### src/rtl/pbk_pkg.sv
package pbk_pkg;
  typedef enum logic [2:0] {
    ENC_U8    = 3'd0,
    ENC_MULAW = 3'd1,
    ENC_LIN16 = 3'd2,
    ENC_ALAW  = 3'd3,
    ENC_RSV4  = 3'd4,
    ENC_ADPCM = 3'd5,
    ENC_RSV6  = 3'd6,
    ENC_RSV7  = 3'd7
  } enc_e;

  localparam int RATE_W = 16;
endpackage

### src/rtl/pbk_fmt_decode.sv
module pbk_fmt_decode
  import pbk_pkg::*;
(
  input  logic [7:0]        fmt_byte,
  input  logic              ext_mode,
  output logic [RATE_W-1:0] rate_hz,
  output logic              stereo,
  output enc_e              enc,
  output logic [1:0]        shift,
  output logic              fmt_ok
);
  logic [7:0] eff;
  logic [2:0] idx;
  logic       rate_ok;

  always_comb begin
    eff = fmt_byte;
    if (fmt_byte == 8'h00 || fmt_byte == 8'h20) eff = fmt_byte | 8'h30;
    idx     = eff[3:1];
    rate_ok = 1'b1;
    rate_hz = '0;
    if (!eff[0]) begin
      case (idx)
        3'd0: rate_hz = 16'd8000;
        3'd1: rate_hz = 16'd16000;
        3'd2: rate_hz = 16'd27420;
        3'd3: rate_hz = 16'd32000;
        3'd6: rate_hz = 16'd48000;
        3'd7: rate_hz = 16'd9000;
        default: rate_ok = 1'b0;
      endcase
    end else begin
      case (idx)
        3'd0: rate_hz = 16'd5510;
        3'd1: rate_hz = 16'd11025;
        3'd2: rate_hz = 16'd18900;
        3'd3: rate_hz = 16'd22050;
        3'd4: rate_hz = 16'd37800;
        3'd5: rate_hz = 16'd44100;
        3'd6: rate_hz = 16'd33075;
        default: rate_hz = 16'd6620;
      endcase
    end
    stereo = eff[4];
    enc    = enc_e'(ext_mode ? eff[7:5] : {1'b0, eff[6:5]});
    fmt_ok = rate_ok && !enc[2];
    if (enc == ENC_LIN16) shift = stereo ? 2'd2 : 2'd1;
    else                  shift = {1'b0, stereo};
  end

  always_comb begin
    if (fmt_ok) assert (rate_hz != '0) else $error("p_rate_nonzero_r5");
  end
endmodule

### src/rtl/pbk_law_expand.sv
module pbk_law_expand (
  input  logic [7:0]  code,
  input  logic        use_alaw,
  output logic [15:0] linear
);
  logic [7:0]  m;
  logic [7:0]  a;
  logic [15:0] mu_mag;
  logic [15:0] al_mag;
  logic [15:0] mu_val;
  logic [15:0] al_val;

  always_comb begin
    m      = ~code;
    mu_mag = ((16'({m[3:0], 3'b000}) + 16'd132) << m[6:4]) - 16'd132;
    mu_val = m[7] ? (16'd0 - mu_mag) : mu_mag;

    a = code ^ 8'h55;
    if (a[6:4] == 3'd0) al_mag = 16'({a[3:0], 4'b0000}) + 16'd8;
    else                al_mag = (16'({a[3:0], 4'b0000}) + 16'd264) << (a[6:4] - 3'd1);
    al_val = a[7] ? al_mag : (16'd0 - al_mag);

    linear = use_alaw ? al_val : mu_val;
  end
endmodule

### src/rtl/pbk_stream.sv
module pbk_stream
  import pbk_pkg::*;
#(
  parameter int BASE_W  = 8,
  parameter int SPACE_W = 12
) (
  input  logic               clk,
  input  logic               rst_n,
  input  logic [7:0]         fmt_byte,
  input  logic               ext_mode,
  input  logic               play_en,
  input  logic               irq_en,
  input  logic [BASE_W-1:0]  base_hi,
  input  logic [BASE_W-1:0]  base_lo,
  input  logic               irq_ack,
  input  logic               dma_valid,
  input  logic [7:0]         dma_data,
  output logic               dma_ready,
  input  logic [SPACE_W-1:0] sink_free,
  output logic [15:0]        rate_hz,
  output logic               stereo,
  output logic [2:0]         encoding,
  output logic               fmt_ok,
  output logic               dma_req,
  output logic               smp_valid,
  output logic [15:0]        smp_data,
  output logic               irq
);
  localparam int CNT_W = 2 * BASE_W + 2;

  enc_e              enc;
  logic [1:0]        shift;
  logic [15:0]       expanded;
  logic              companded;
  logic              room_ok;
  logic              target_ok;
  logic              take;
  logic [CNT_W-1:0]  target;
  logic [CNT_W-1:0]  byte_cnt;
  logic [CNT_W-1:0]  cnt_next;

  pbk_fmt_decode u_dec (
    .fmt_byte (fmt_byte),
    .ext_mode (ext_mode),
    .rate_hz  (rate_hz),
    .stereo   (stereo),
    .enc      (enc),
    .shift    (shift),
    .fmt_ok   (fmt_ok)
  );

  pbk_law_expand u_law (
    .code     (dma_data),
    .use_alaw (enc == ENC_ALAW),
    .linear   (expanded)
  );

  assign encoding  = enc;
  assign companded = (enc == ENC_MULAW) || (enc == ENC_ALAW);
  assign target    = CNT_W'({base_hi, base_lo}) << shift;
  assign room_ok   = companded ? (sink_free >= SPACE_W'(2)) : (sink_free != '0);
  assign target_ok = !irq_en || (target != '0);
  assign dma_ready = dma_req && room_ok && target_ok;
  assign take      = dma_valid && dma_ready;
  assign cnt_next  = byte_cnt + CNT_W'(1);

  always_ff @(posedge clk or negedge rst_n) begin
    if (!rst_n) begin
      dma_req   <= 1'b0;
      smp_valid <= 1'b0;
      smp_data  <= '0;
      byte_cnt  <= '0;
      irq       <= 1'b0;
    end else begin
      dma_req   <= play_en && fmt_ok;
      smp_valid <= take;
      if (take) smp_data <= companded ? expanded : {8'h00, dma_data};
      if (irq_ack) irq <= 1'b0;
      if (take && irq_en) begin
        if (cnt_next >= target) begin
          byte_cnt <= '0;
          irq      <= 1'b1;
        end else begin
          byte_cnt <= cnt_next;
        end
      end
    end
  end

  p_req_drop_r6: assert property (@(posedge clk) disable iff (!rst_n)
    !play_en |=> !dma_req);
  p_sample_strobe_r13: assert property (@(posedge clk) disable iff (!rst_n)
    (dma_valid && dma_ready) |=> smp_valid);
  p_no_spurious_r13: assert property (@(posedge clk) disable iff (!rst_n)
    !(dma_valid && dma_ready) |=> !smp_valid);
  p_irq_sticky_r9: assert property (@(posedge clk) disable iff (!rst_n)
    (irq && !irq_ack) |=> irq);
  p_irq_off_r10: assert property (@(posedge clk) disable iff (!rst_n)
    (!irq && !irq_en) |=> !irq);
endmodule

### config.mk
export PLATFORM = sky130hd
export DESIGN_NAME = pbk_stream
export DESIGN_NICKNAME = d
export VERILOG_FILES = /design/src/rtl/pbk_pkg.sv /design/src/rtl/pbk_fmt_decode.sv /design/src/rtl/pbk_law_expand.sv /design/src/rtl/pbk_stream.sv
export SDC_FILE = /design/constraint.sdc
export NUM_CORES = 1
export LEC_CHECK = 0
export ABC_AREA = 1
export ABC_CLOCK_PERIOD_IN_PS = 3800
export BUFFER_PORTS_ARGS = -buffer_cell sky130_fd_sc_hd__buf_2
export CAP_MARGIN = 20
export CORE_AREA = 2 2 105 107
export CTS_CLUSTER_SIZE = 14
export DETAILED_ROUTE_END_ITERATION = 12
export DIE_AREA = 0 0 107 109
export HOLD_SLACK_MARGIN = 0.05
export PLACE_DENSITY = 0.66
export SYNTH_ARGS = -nofsm -noshare
export SYNTH_HDL_FRONTEND = slang
export SYNTH_SLANG_ARGS = --single-unit
### constraint.sdc
create_clock -name clk -period 3.8 [get_ports clk]
set_input_delay 0.38 -clock clk [delete_from_list [all_inputs] [get_ports clk]]
set_output_delay 0.38 -clock clk [all_outputs]
set_load 0.05 [all_outputs]
== Word-level counts from Yosys, hierarchy flattened ==
Index checks and enable logic that the tools add are counted.

* Register bits: 37
* Word-level logic and storage cells: 67

* Add/subtract/negate cells: 8
* Order comparisons: 2
* Equal/unequal tests: 11
* Shift operators: 3
* Multiplexer cells: 19
* Bitwise operators: 2
* Reductions and logical operators: 17

{| class="wikitable"
|+ Operator list
! kind !! count
|-
| 16-bit case mux with 7 select lines || 1
|-
| 16-bit 2-to-1 mux || 6
|-
| 16-bit case mux with 6 select lines || 1
|-
| 16-bit by 3-bit << shifter with 16-bit output || 2
|-
| 1-bit by 16-bit subtractor with 16-bit output (first input constant) || 2
|-
| 18-bit by 1-bit adder with 18-bit output (second input constant) || 1
|-
| 18-bit greater-or-equal comparator || 1
|-
| 18-bit 2-to-1 mux || 1
|-
| 18-bit nonzero test || 1
|-
| 16-bit by 2-bit << shifter with 18-bit output || 1
|-
| 16-bit by 8-bit subtractor with 16-bit output (second input constant) || 1
|-
| 3-bit by 2-bit == test with 1-bit output (second input constant) || 4
|-
| 3-bit == test (second input constant) || 4
|-
| 12-bit by 2-bit greater-or-equal comparator with 1-bit output (second input constant) || 1
|-
| 12-bit nonzero test || 1
|-
| 8-bit by 9-bit adder with 10-bit output (second input constant) || 1
|-
| 7-bit by 8-bit adder with 9-bit output (second input constant) || 1
|-
| 8-bit by 4-bit adder with 9-bit output (second input constant) || 1
|-
| 8-bit by 6-bit == test with 1-bit output (second input constant) || 1
|-
| 8-bit logical NOT || 1
|-
| 8-bit NOT || 1
|-
| 3-bit by 1-bit == test with 1-bit output (second input constant) || 2
|-
| 1-bit logical AND || 6
|-
| 3-bit logical NOT || 2
|-
| other kinds (9) || 18
|}

== Longest topological paths before layout ==
Gate-level depths: netlist (run 1).

* Depth in word-level cells: 13
* Mapped depth: 24

== Cells and area by module ==
From an unflattened synthesis (run 1), not the netlist that was laid out.

* Cell total of the unflattened synthesis: 909
* Area, all modules: 5413.9 µm²

{| class="wikitable"
|+ By module, submodules not included
! module !! times used !! cells an instance !! area an instance (µm²)
|-
| pbk_stream || 1 || 513 || 3320.7
|-
| pbk_law_expand || 1 || 310 || 1691.6
|-
| pbk_fmt_decode || 1 || 86 || 401.6
|}

== Least setup slack after synthesis (run 1) ==
Ideal clock, no wire load.

* Path kind: input port to flip-flop
* Start: input fmt_byte[3]
* End: register byte_cnt[10]
* Arrival: 3577 ps
* Required time: 3659 ps
* Path slack: 82 ps
* Cell stages on the path: 23
* Buffers on the path: 4
* Cell sequence: buf_2 > nor3_2 > nand3_1 > nand2_1 > ha_1 > buf_6 > buf_6 > mux2i_1 > nand2_1 > o21ai_0 > ha_1 > nand2_1 > nor2_1 > o21ai_0 > inv_1 > o21ai_0 > o211ai_1 > nand2_1 > nand4_1 > nand3_1 > nand2_1 > clkbuf_1 > o22ai_1

{| class="wikitable"
|+ RTL lines
! item !! RTL line !! source
|-
| from (decl) || pbk_stream.sv:9 || <nowiki>input logic [7:0] fmt_byte,</nowiki>
|-
| 8-bit by 6-bit == test with 1-bit output / 8-bit logical NOT (equally long branches) || pbk_fmt_decode.sv:18 || <nowiki>if (fmt_byte == 8'h00 || fmt_byte == 8'h20) eff = fmt_byte | 8'h30;</nowiki>
|-
| 1-bit logical OR (*) || pbk_fmt_decode.sv:18 ||
|-
| 6-bit 2-to-1 mux (*) || pbk_fmt_decode.sv:18 ||
|-
| via stereo || pbk_stream.sv:21 || <nowiki>output logic stereo,</nowiki>
|-
| 2-bit 2-to-1 mux || pbk_fmt_decode.sv:47 || <nowiki>if (enc == ENC_LIN16) shift = stereo ? 2'd2 : 2'd1;</nowiki>
|-
| 2-bit 2-to-1 mux (*) || pbk_fmt_decode.sv:47 ||
|-
| 16-bit by 2-bit << shifter with 18-bit output (*) || pbk_stream.sv:60 || <nowiki>assign target = CNT_W'({base_hi, base_lo}) << shift;</nowiki>
|-
| parallel branches: the longest is 5 deep, another holds 18-bit greater-or-equal comparator || - ||
|-
| to (signal assigned) || pbk_stream.sv:84 || <nowiki>byte_cnt <= cnt_next;</nowiki>
|-
| to (decl) || pbk_stream.sv:39 || <nowiki>logic [CNT_W-1:0] byte_cnt;</nowiki>
|}

Mark *: on every way through the listed nets, which the timed path passes.
A chain may end at the register's enable or synchronous reset.

== Final worst setup path (run 1) ==
* Start: register byte_cnt[0]
* End: register byte_cnt[13]

* Word-level cells in the longest chain between the ends: 3

{| class="wikitable"
|+ RTL lines
! item !! RTL line !! source
|-
| 18-bit by 1-bit adder with 18-bit output (*) || pbk_stream.sv:65 || <nowiki>assign cnt_next = byte_cnt + CNT_W'(1);</nowiki>
|-
| 18-bit greater-or-equal comparator || pbk_stream.sv:80 || <nowiki>if (cnt_next >= target) begin</nowiki>
|-
| 18-bit 2-to-1 mux (*) || pbk_stream.sv:80 ||
|}

Every way passes the cells marked *; elsewhere a longest branch is shown, timed or not.

==> flow_metrics.env, run 1 <==
export IMPL_ctsHoldBuffers=0
export IMPL_finalHoldViolations=0
export IMPL_regArea_um2=926
export IMPL_h_tree_depth=2
export IMPL_cts_setup_buffers=0
export IMPL_cp_cell_sequence="ha_1 -> nand2_1 -> nor3_1 -> inv_1 -> nor2_1 -> inv_1 -> nor2_1 -> inv_1 -> nor4_1 -> xor2_1 -> inv_1 -> ha_1 -> nand2_1 -> nor3_1 -> nand2_1 -> nand4_1 -> nand3_1 -> nand2_1 -> buf_4 -> o22ai_1"
export IMPL_hp_class="primary input to asynchronous set/reset pin"
export IMPL_die_width_um=107
export IMPL_reg2reg_to="byte_cnt[13]$_DFFE_PN0P_"
export IMPL_power_frac_comb_pct=55.0
export IMPL_seq_area_frac_synth_pct=20.1
export IMPL_synth_seq_cells=37
export IMPL_antenna_found_initial=0
export IMPL_ant_nets=0
export IMPL_ys_types=48
export IMPL_layout_setup_ws_ps=473
export IMPL_worst_ep_required_time_ps=3950
export IMPL_vias=5126
export IMPL_setup_violations=0
export IMPL_fin_skew_ps=17.5
export IMPL_grt_pass1_wl_mm=21.7
export IMPL_place_congestion=0.867
export IMPL_worstPathArrival_ps=3480
export IMPL_syn_area_per_cell_um2=6.04
export IMPL_fin_crit_ps=3330
export IMPL_dp_slack_ps=157
export IMPL_postSynth_asyncResetShare_pct=100
export IMPL_crit_type="flip-flop to flip-flop"
export IMPL_layout_commonest_cell="nand2_1"
export IMPL_netlist_instances=762
export IMPL_r2r_cells=20
export IMPL_wire_per_inst_um=13.6
export IMPL_firstDrtPassIters=5
export IMPL_critPathTopFamily="simple AND/OR/NAND/NOR gates"
export IMPL_rsz0062_at_grt="false"
export IMPL_synth_area_um2=4600
export IMPL_die_height_um=109
export IMPL_peakVddDrop_uv=199
export IMPL_fin_util_pct=48.9
export IMPL_power_net_switching_mw=0.917
export IMPL_reg2reg_setup_slack_ps=470
export IMPL_cts_sinks=37
export IMPL_num_rows=38
export IMPL_start_kind="flip-flop"
export IMPL_timing_fmax_ghz=0.301
export IMPL_cts_root_buffer="clkbuf_8"
export IMPL_cp_slowest_cell="dfrtp_1"
export IMPL_relSlewSlack_pct=43.3
export IMPL_dp_hpwl_mm=10.8
export IMPL_whs_ps=179
export IMPL_dieArea_um2=11700
export IMPL_start_util_pct=43.4
export IMPL_drive_gt1_share_pct=16.1
export IMPL_r2r_start="byte_cnt[0]$_DFFE_PN0P_"
export IMPL_synth_edf_count=0
export IMPL_critical_path_max_stage_delay_ps=400
export IMPL_wirelength_mm=13.4
export IMPL_crit_fanout=18
export IMPL_grt_pass1_vias=4618
export IMPL_final_cell_mix="nand2_1 (238), inv_1 (102), buf_2 (91)"
export IMPL_drc_errors=0
export IMPL_p_sw_share_pct=49.7
export IMPL_power_density_nw_per_um2=356
export IMPL_cts_resized=0
export IMPL_fillers=1138
export IMPL_cts_buffers=5
export IMPL_synth_nets=842
export IMPL_path_clk_slew_ps=90
export IMPL_yosys_warnings=0
export IMPL_pin_count=92
export IMPL_coreArea_um2=10600
export IMPL_nNetsFinal=919
export IMPL_multi_input_area_um2=3090
export IMPL_internal_power_mw=0.929
export IMPL_first_iter_violations=338
export IMPL_crit_buf_inv=5
export IMPL_synth_main_ff_cell="dfrtp_1"
export IMPL_clock_power_share_pct=16.0
export IMPL_timing_max_cap_violations=0
export IMPL_leakagePower_nw=2.91
export IMPL_syn_to_final_growth_pct=12.6
export IMPL_cts_buffer_depth=2
export IMPL_power_mw=1.85
export IMPL_antenna_cells=0
export IMPL_grt_overflow=0
export IMPL_grt_usage_pct=23.1
export IMPL_slew_violations=0
export IMPL_outcome="finished, final reports clean"
export IMPL_cts_tree="yes"
export IMPL_io_buffer_count=91
export IMPL_worst_pin_slew_ps=850
export IMPL_endpoint_kind="flip-flop"
export IMPL_clkLatencyLatePin_ps=310
export IMPL_finalSetupTns_ps=0
export IMPL_seq_power_share_pct=29.0
export IMPL_viasPerCell=5.24
export IMPL_post_route_period_util_pct=87.6
export IMPL_grt_start_max_net_pins=38
## flip-flops by register name, indices dropped and copies added (netlist names)
register   cells
byte_cnt      18
smp_data      16
dma_req        1
irq            1
smp_valid      1
## kinds of logic after synthesis
kind of cell | share of synthesized area (%)
AO/OA/AOI/OAI | 16.7
XOR/XNOR | 3.78
adder cells (fa/ha/maj) | 7.88
buffers and inverters | 12.9
flip-flops | 20.1
multiplexers | 0.217
AND/OR/NAND/NOR | 38.4
## area by class of cell
type / instances / share of cell area, %
Inverter: 111 / 8.14
Sequential cell: 37 / 17.9
Timing Repair Buffer: 95 / 9.37
Tap cell: 140 / 3.38
Multi-Input combinational cell: 589 / 59.6
Clock buffer: 7 / 1.67
## worst max-delay path by stage
| stage | from | endpoint | slack, ps | depth (start not counted) |
|---|---|---|---|---|
| after global placement | fmt_byte[2] | irq$_DFF_PN0_ | 300 | 21 |
| after detailed placement | fmt_byte[2] | irq$_DFF_PN0_ | 160 | 21 |
| after floorplan | fmt_byte[3] | byte_cnt[10]$_DFFE_PN0P_ | 80 | 23 |
| after global routing | byte_cnt[0]$_DFFE_PN0P_ | irq$_DFF_PN0_ | 40 | 21 |
| final | byte_cnt[0]$_DFFE_PN0P_ | byte_cnt[13]$_DFFE_PN0P_ | 470 | 20 |
| after CTS | fmt_byte[2] | dma_ready | 380 | 15 |
## cell usage after synthesis (10+ instances only)
cell type	n	area (um2)
a21oi_1	20	100
dfrtp_1	37	926
ha_1	29	363
inv_1	102	383
nand2_1	238	893
nand3_1	62	310
nor2_1	58	218
nor3_1	10	50.1
o211ai_1	10	75.1
o21ai_0	56	280
o21ai_1	16	80.1
o22ai_1	16	100
xor2_1	14	123
## per-stage QoR
step	area [um2]	instances
6_report	5180	979
3_3_place_gp	5090	972
2_1_floorplan	4600	762
3_5_place_dp	5090	972
4_1_cts	5180	979
5_1_grt	5180	979
## worst reg2reg max path, cell delays in order, from the launching register on
cell and delay (ps):
dfrtp_1 400, ha_1 210, nand2_1 90, nor3_1 180, inv_1 70, nor2_1 140
inv_1 80, nor2_1 90, inv_1 90, nor4_1 260, xor2_1 180, inv_1 80
ha_1 280, nand2_1 60, nor3_1 290, nand2_1 90, nand4_1 90, nand3_1 80
nand2_1 70, buf_4 220, o22ai_1 120
## power by group through the flow
stage / Combinational (mW) / Clock (mW) / Sequential [mW]
6_report: 1.02 / 0.294 / 0.536
3_3_place_gp: 0.990 / 0 / 0.538
4_1_cts: 1.01 / 0.301 / 0.535
3_5_place_dp: 1.01 / 0 / 0.542
2_1_floorplan: 0.666 / 0 / 0.638
5_1_grt: 1.13 / 0.310 / 0.547
## metal layers
metal	vias up	GRT usage (%)	part of all wire (%)	wire, um
li1	2632	-	-	-
met1	2323	31.9	47	6330
met2	149	38.4	46	6200
met3	22	1.79	4.0	534
met4	0	7.70	2.2	293
met5	-	0	0	0
No activity file was read; power rests on OpenSTA's default activity.
==> run 2: changes to the inputs <==
ABC_AREA = not set   (was 1)
ABC_CLOCK_PERIOD_IN_PS = 3100   (was 3800)
CORE_AREA = 2 2 109 111   (was 2 2 105 107)
DIE_AREA = 0 0 111 113   (was 0 0 107 109)
clock period = 3.1 ns   (was 3.8 ns; I/O delays follow)
==> run 2 against run 1 <==
Compared with the run above:
- the run now ends with setup timing left
- power grew 39%
- die area increased by 7.5%
- routed wire length is 27% higher
- worst hold slack worse by 53 ps
- flip-flop and latch count unchanged
- maximum frequency increased by 1.6%
- via count is 12% higher
- design area increased by 37%
- register-to-register slack worse by 650 ps
- clock power grew 83%
- sequential power is 8.8% higher
- worst setup slack worse by 650 ps
- critical path type unchanged
==> flow_metrics.env, run 2 <==
export IMPL_outcome="complete, but fails checks"
export IMPL_failed_checks="setup timing"
export IMPL_timing_fmax_ghz=0.305
export IMPL_cts_sinks=37
export IMPL_grt_usage_pct=26.0
export IMPL_die_height_um=113
export IMPL_worst_ep_required_time_ps=3270
export IMPL_worst_pin_slew_ps=834
export IMPL_multi_input_area_um2=4220
export IMPL_hp_class="primary input to asynchronous set/reset pin"
export IMPL_cp_cell_sequence="and3_4 -> and3_4 -> nand3_2 -> nor2_4 -> and3_4 -> xnor2_2 -> inv_1 -> ha_4 -> nand2_1 -> or2_4 -> nor4_4 -> o32a_1 -> o21ai_1 -> a22o_1"
export IMPL_r2r_start="byte_cnt[2]$_DFFE_PN0P_"
export IMPL_cp_slowest_cell="dfrtp_1"
export IMPL_layout_commonest_cell="buf_4"
export IMPL_start_util_pct=44.8
export IMPL_syn_area_per_cell_um2=7.69
export IMPL_reg2reg_to="byte_cnt[13]$_DFFE_PN0P_"
export IMPL_cts_buffers=5
export IMPL_largest_reg_flops=18
export IMPL_path_clk_slew_ps=60
export IMPL_rsz0062_at_grt="true"
export IMPL_cts_buffer_depth=2
export IMPL_setup_violations=19
export IMPL_critical_path_max_stage_delay_ps=380
export IMPL_coreArea_um2=11300
export IMPL_cts_tree="yes"
export IMPL_synth_main_ff_cell="dfrtp_1"
export IMPL_drc_errors=0
export IMPL_grt_pass1_wl_mm=27.2
export IMPL_netlist_instances=657
export IMPL_r2r_cells=14
export IMPL_synth_edf_count=0
export IMPL_seq_area_frac_synth_pct=18.3
export IMPL_place_congestion=0.953
export IMPL_leakagePower_nw=3.31
export IMPL_synth_largest_area_cell="dfrtp_1"
export IMPL_cts_root_buffer="clkbuf_16"
export IMPL_first_iter_violations=522
export IMPL_finalSetupTns_ps=-999
export IMPL_num_rows=39
export IMPL_peakVddDrop_uv=435
export IMPL_whs_ps=127
export IMPL_layout_setup_ws_ps=-175
export IMPL_power_density_nw_per_um2=361
export IMPL_regArea_um2=926
export IMPL_crit_buf_inv=1
export IMPL_io_buffer_count=91
export IMPL_fin_crit_ps=3270
export IMPL_syn_to_final_growth_pct=40.7
export IMPL_crit_fanout=5
export IMPL_endpoint_kind="flip-flop"
export IMPL_ys_top_cells_by_area="dfrtp_1 (18%), ha_1 (7.2%), nand2_1 (5.7%)"
export IMPL_drive_gt1_share_pct=39.2
export IMPL_grt_start_max_net_pins=38
export IMPL_viasPerCell=5.93
export IMPL_fillers=954
export IMPL_synth_xor_area_share_pct=5.72
export IMPL_ys_types=84
export IMPL_synth_top_family_by_area="compound AO/OA/AOI/OAI gates"
export IMPL_synth_compound_area_share_pct=26.9
export IMPL_fin_skew_ps=5.79
export IMPL_place_area_um2=6290
export IMPL_grt_overflow=0
export IMPL_clkLatencyLatePin_ps=280
export IMPL_antenna_found_initial=0
export IMPL_top_regs="byte_cnt (18), smp_data (16)"
export IMPL_wire_per_inst_um=17.5
export IMPL_yosys_area_top_type_share_pct=18.3
export IMPL_dp_slack_ps=-564
export IMPL_die_width_um=111
export IMPL_yosys_top_cells_count="nand2_1 (77), nor2_1 (49), o21ai_0 (38)"
export IMPL_top_register="byte_cnt"
export IMPL_vias=5760
export IMPL_dieArea_um2=12500
export IMPL_wirelength_mm=17.0
export IMPL_synth_seq_cells=37
export IMPL_post_route_period_util_pct=106
export IMPL_finalHoldViolations=0
export IMPL_pin_count=92
export IMPL_reg2reg_setup_slack_ps=-170
export IMPL_worstPathArrival_ps=3440
export IMPL_dp_hpwl_mm=12.4
export IMPL_start_kind="flip-flop"
export IMPL_cpMostUsedCell="and3_4"
export IMPL_yosysMostFrequentCell="nand2_1"
export IMPL_grt_pass1_vias=5508
export IMPL_timing_max_cap_violations=0
export IMPL_postSynth_asyncResetShare_pct=100
export IMPL_synthMuxAreaShare_pct=8.76
export IMPL_nNetsFinal=908
export IMPL_postLayoutCellArea_um2=7110
export IMPL_synth_nets=737
export IMPL_yosys_warnings=0
export IMPL_final_cell_mix="buf_4 (111), buf_2 (85), nand2_1 (73)"
export IMPL_synthAdderAreaFrac_pct=7.18
export IMPL_relSlewSlack_pct=44.4
export IMPL_firstDrtPassIters=5
export IMPL_h_tree_depth=2
export IMPL_yosys_area_share_simple_pct=25.4
export IMPL_synth_area_um2=5050
export IMPL_critPathTopFamily="simple AND/OR/NAND/NOR gates"
export IMPL_power_mw=2.56
export IMPL_ctsHoldBuffers=0
export IMPL_ant_nets=0
export IMPL_crit_type="flip-flop to flip-flop"
export IMPL_slew_violations=0
export IMPL_antenna_cells=0
run 2: power breakdown:
| part | internal, mW | switching [mW] | leakage, nW | total (mW) |
|---|---|---|---|---|
| clock | 0.340 | 0.198 | 0.0799 | 0.538 |
| combinational | 0.604 | 0.838 | 2.75 | 1.44 |
| sequential | 0.542 | 0.0416 | 0.487 | 0.583 |
run 2: layout make-up:
cell class / instances / share of cell area [%]
Clock inverter: 1 / 0.0704
Tap cell: 143 / 2.52
Inverter: 36 / 1.94
Multi-Input combinational cell: 535 / 59.4
Sequential cell: 37 / 13.0
Clock buffer: 7 / 2.15
Timing Repair Buffer: 213 / 20.9
run 2: what timing repair did:
action / 4_1_cts / 5_1_grt
setup endpoints to repair: 24 / 23
gates resized for setup: 67 / 35
pin swaps: 11 / 13
buffers inserted: 15 / 5
cloned: 1 / 0
hold endpoints to repair: 0 / 0
run 2: how the worst max path moves through the flow:
stage               slack, ps                       end               startpoint  cells after the start
detailed placement       -560  byte_cnt[11]$_DFFE_PN0P_              fmt_byte[7]                     15
CTS                       -20   byte_cnt[7]$_DFFE_PN0P_              fmt_byte[3]                     19
global placement         -400   byte_cnt[8]$_DFFE_PN0P_              fmt_byte[6]                     15
floorplan                -370  byte_cnt[11]$_DFFE_PN0P_              fmt_byte[2]                     19
global route             -270  byte_cnt[13]$_DFFE_PN0P_  byte_cnt[3]$_DFFE_PN0P_                     14
finish                   -170  byte_cnt[13]$_DFFE_PN0P_  byte_cnt[2]$_DFFE_PN0P_                     14
run 2: per-stage QoR:
stage	std cells	utilization (%)
finish	972	63.1
detailed placement	943	55.8
global route	972	63.1
CTS	967	61.3
global placement	943	55.8
floorplan	657	-
run 2: layer usage:
layer	global-route usage, %	vias to the layer above	part of all wire, %
met3	1.93	31	5.7
met4	7.83	0	1.8
li1	-	2757	-
met2	43.8	213	48
met1	36.0	2759	44
met5	0	-	0
run 2: cell families after synthesis:
logic type	Yosys count
mux	33
compound gates	191
fa+ha+maj	29
flops	37
simple gates	248
xor+xnor	33
buf+inv	86
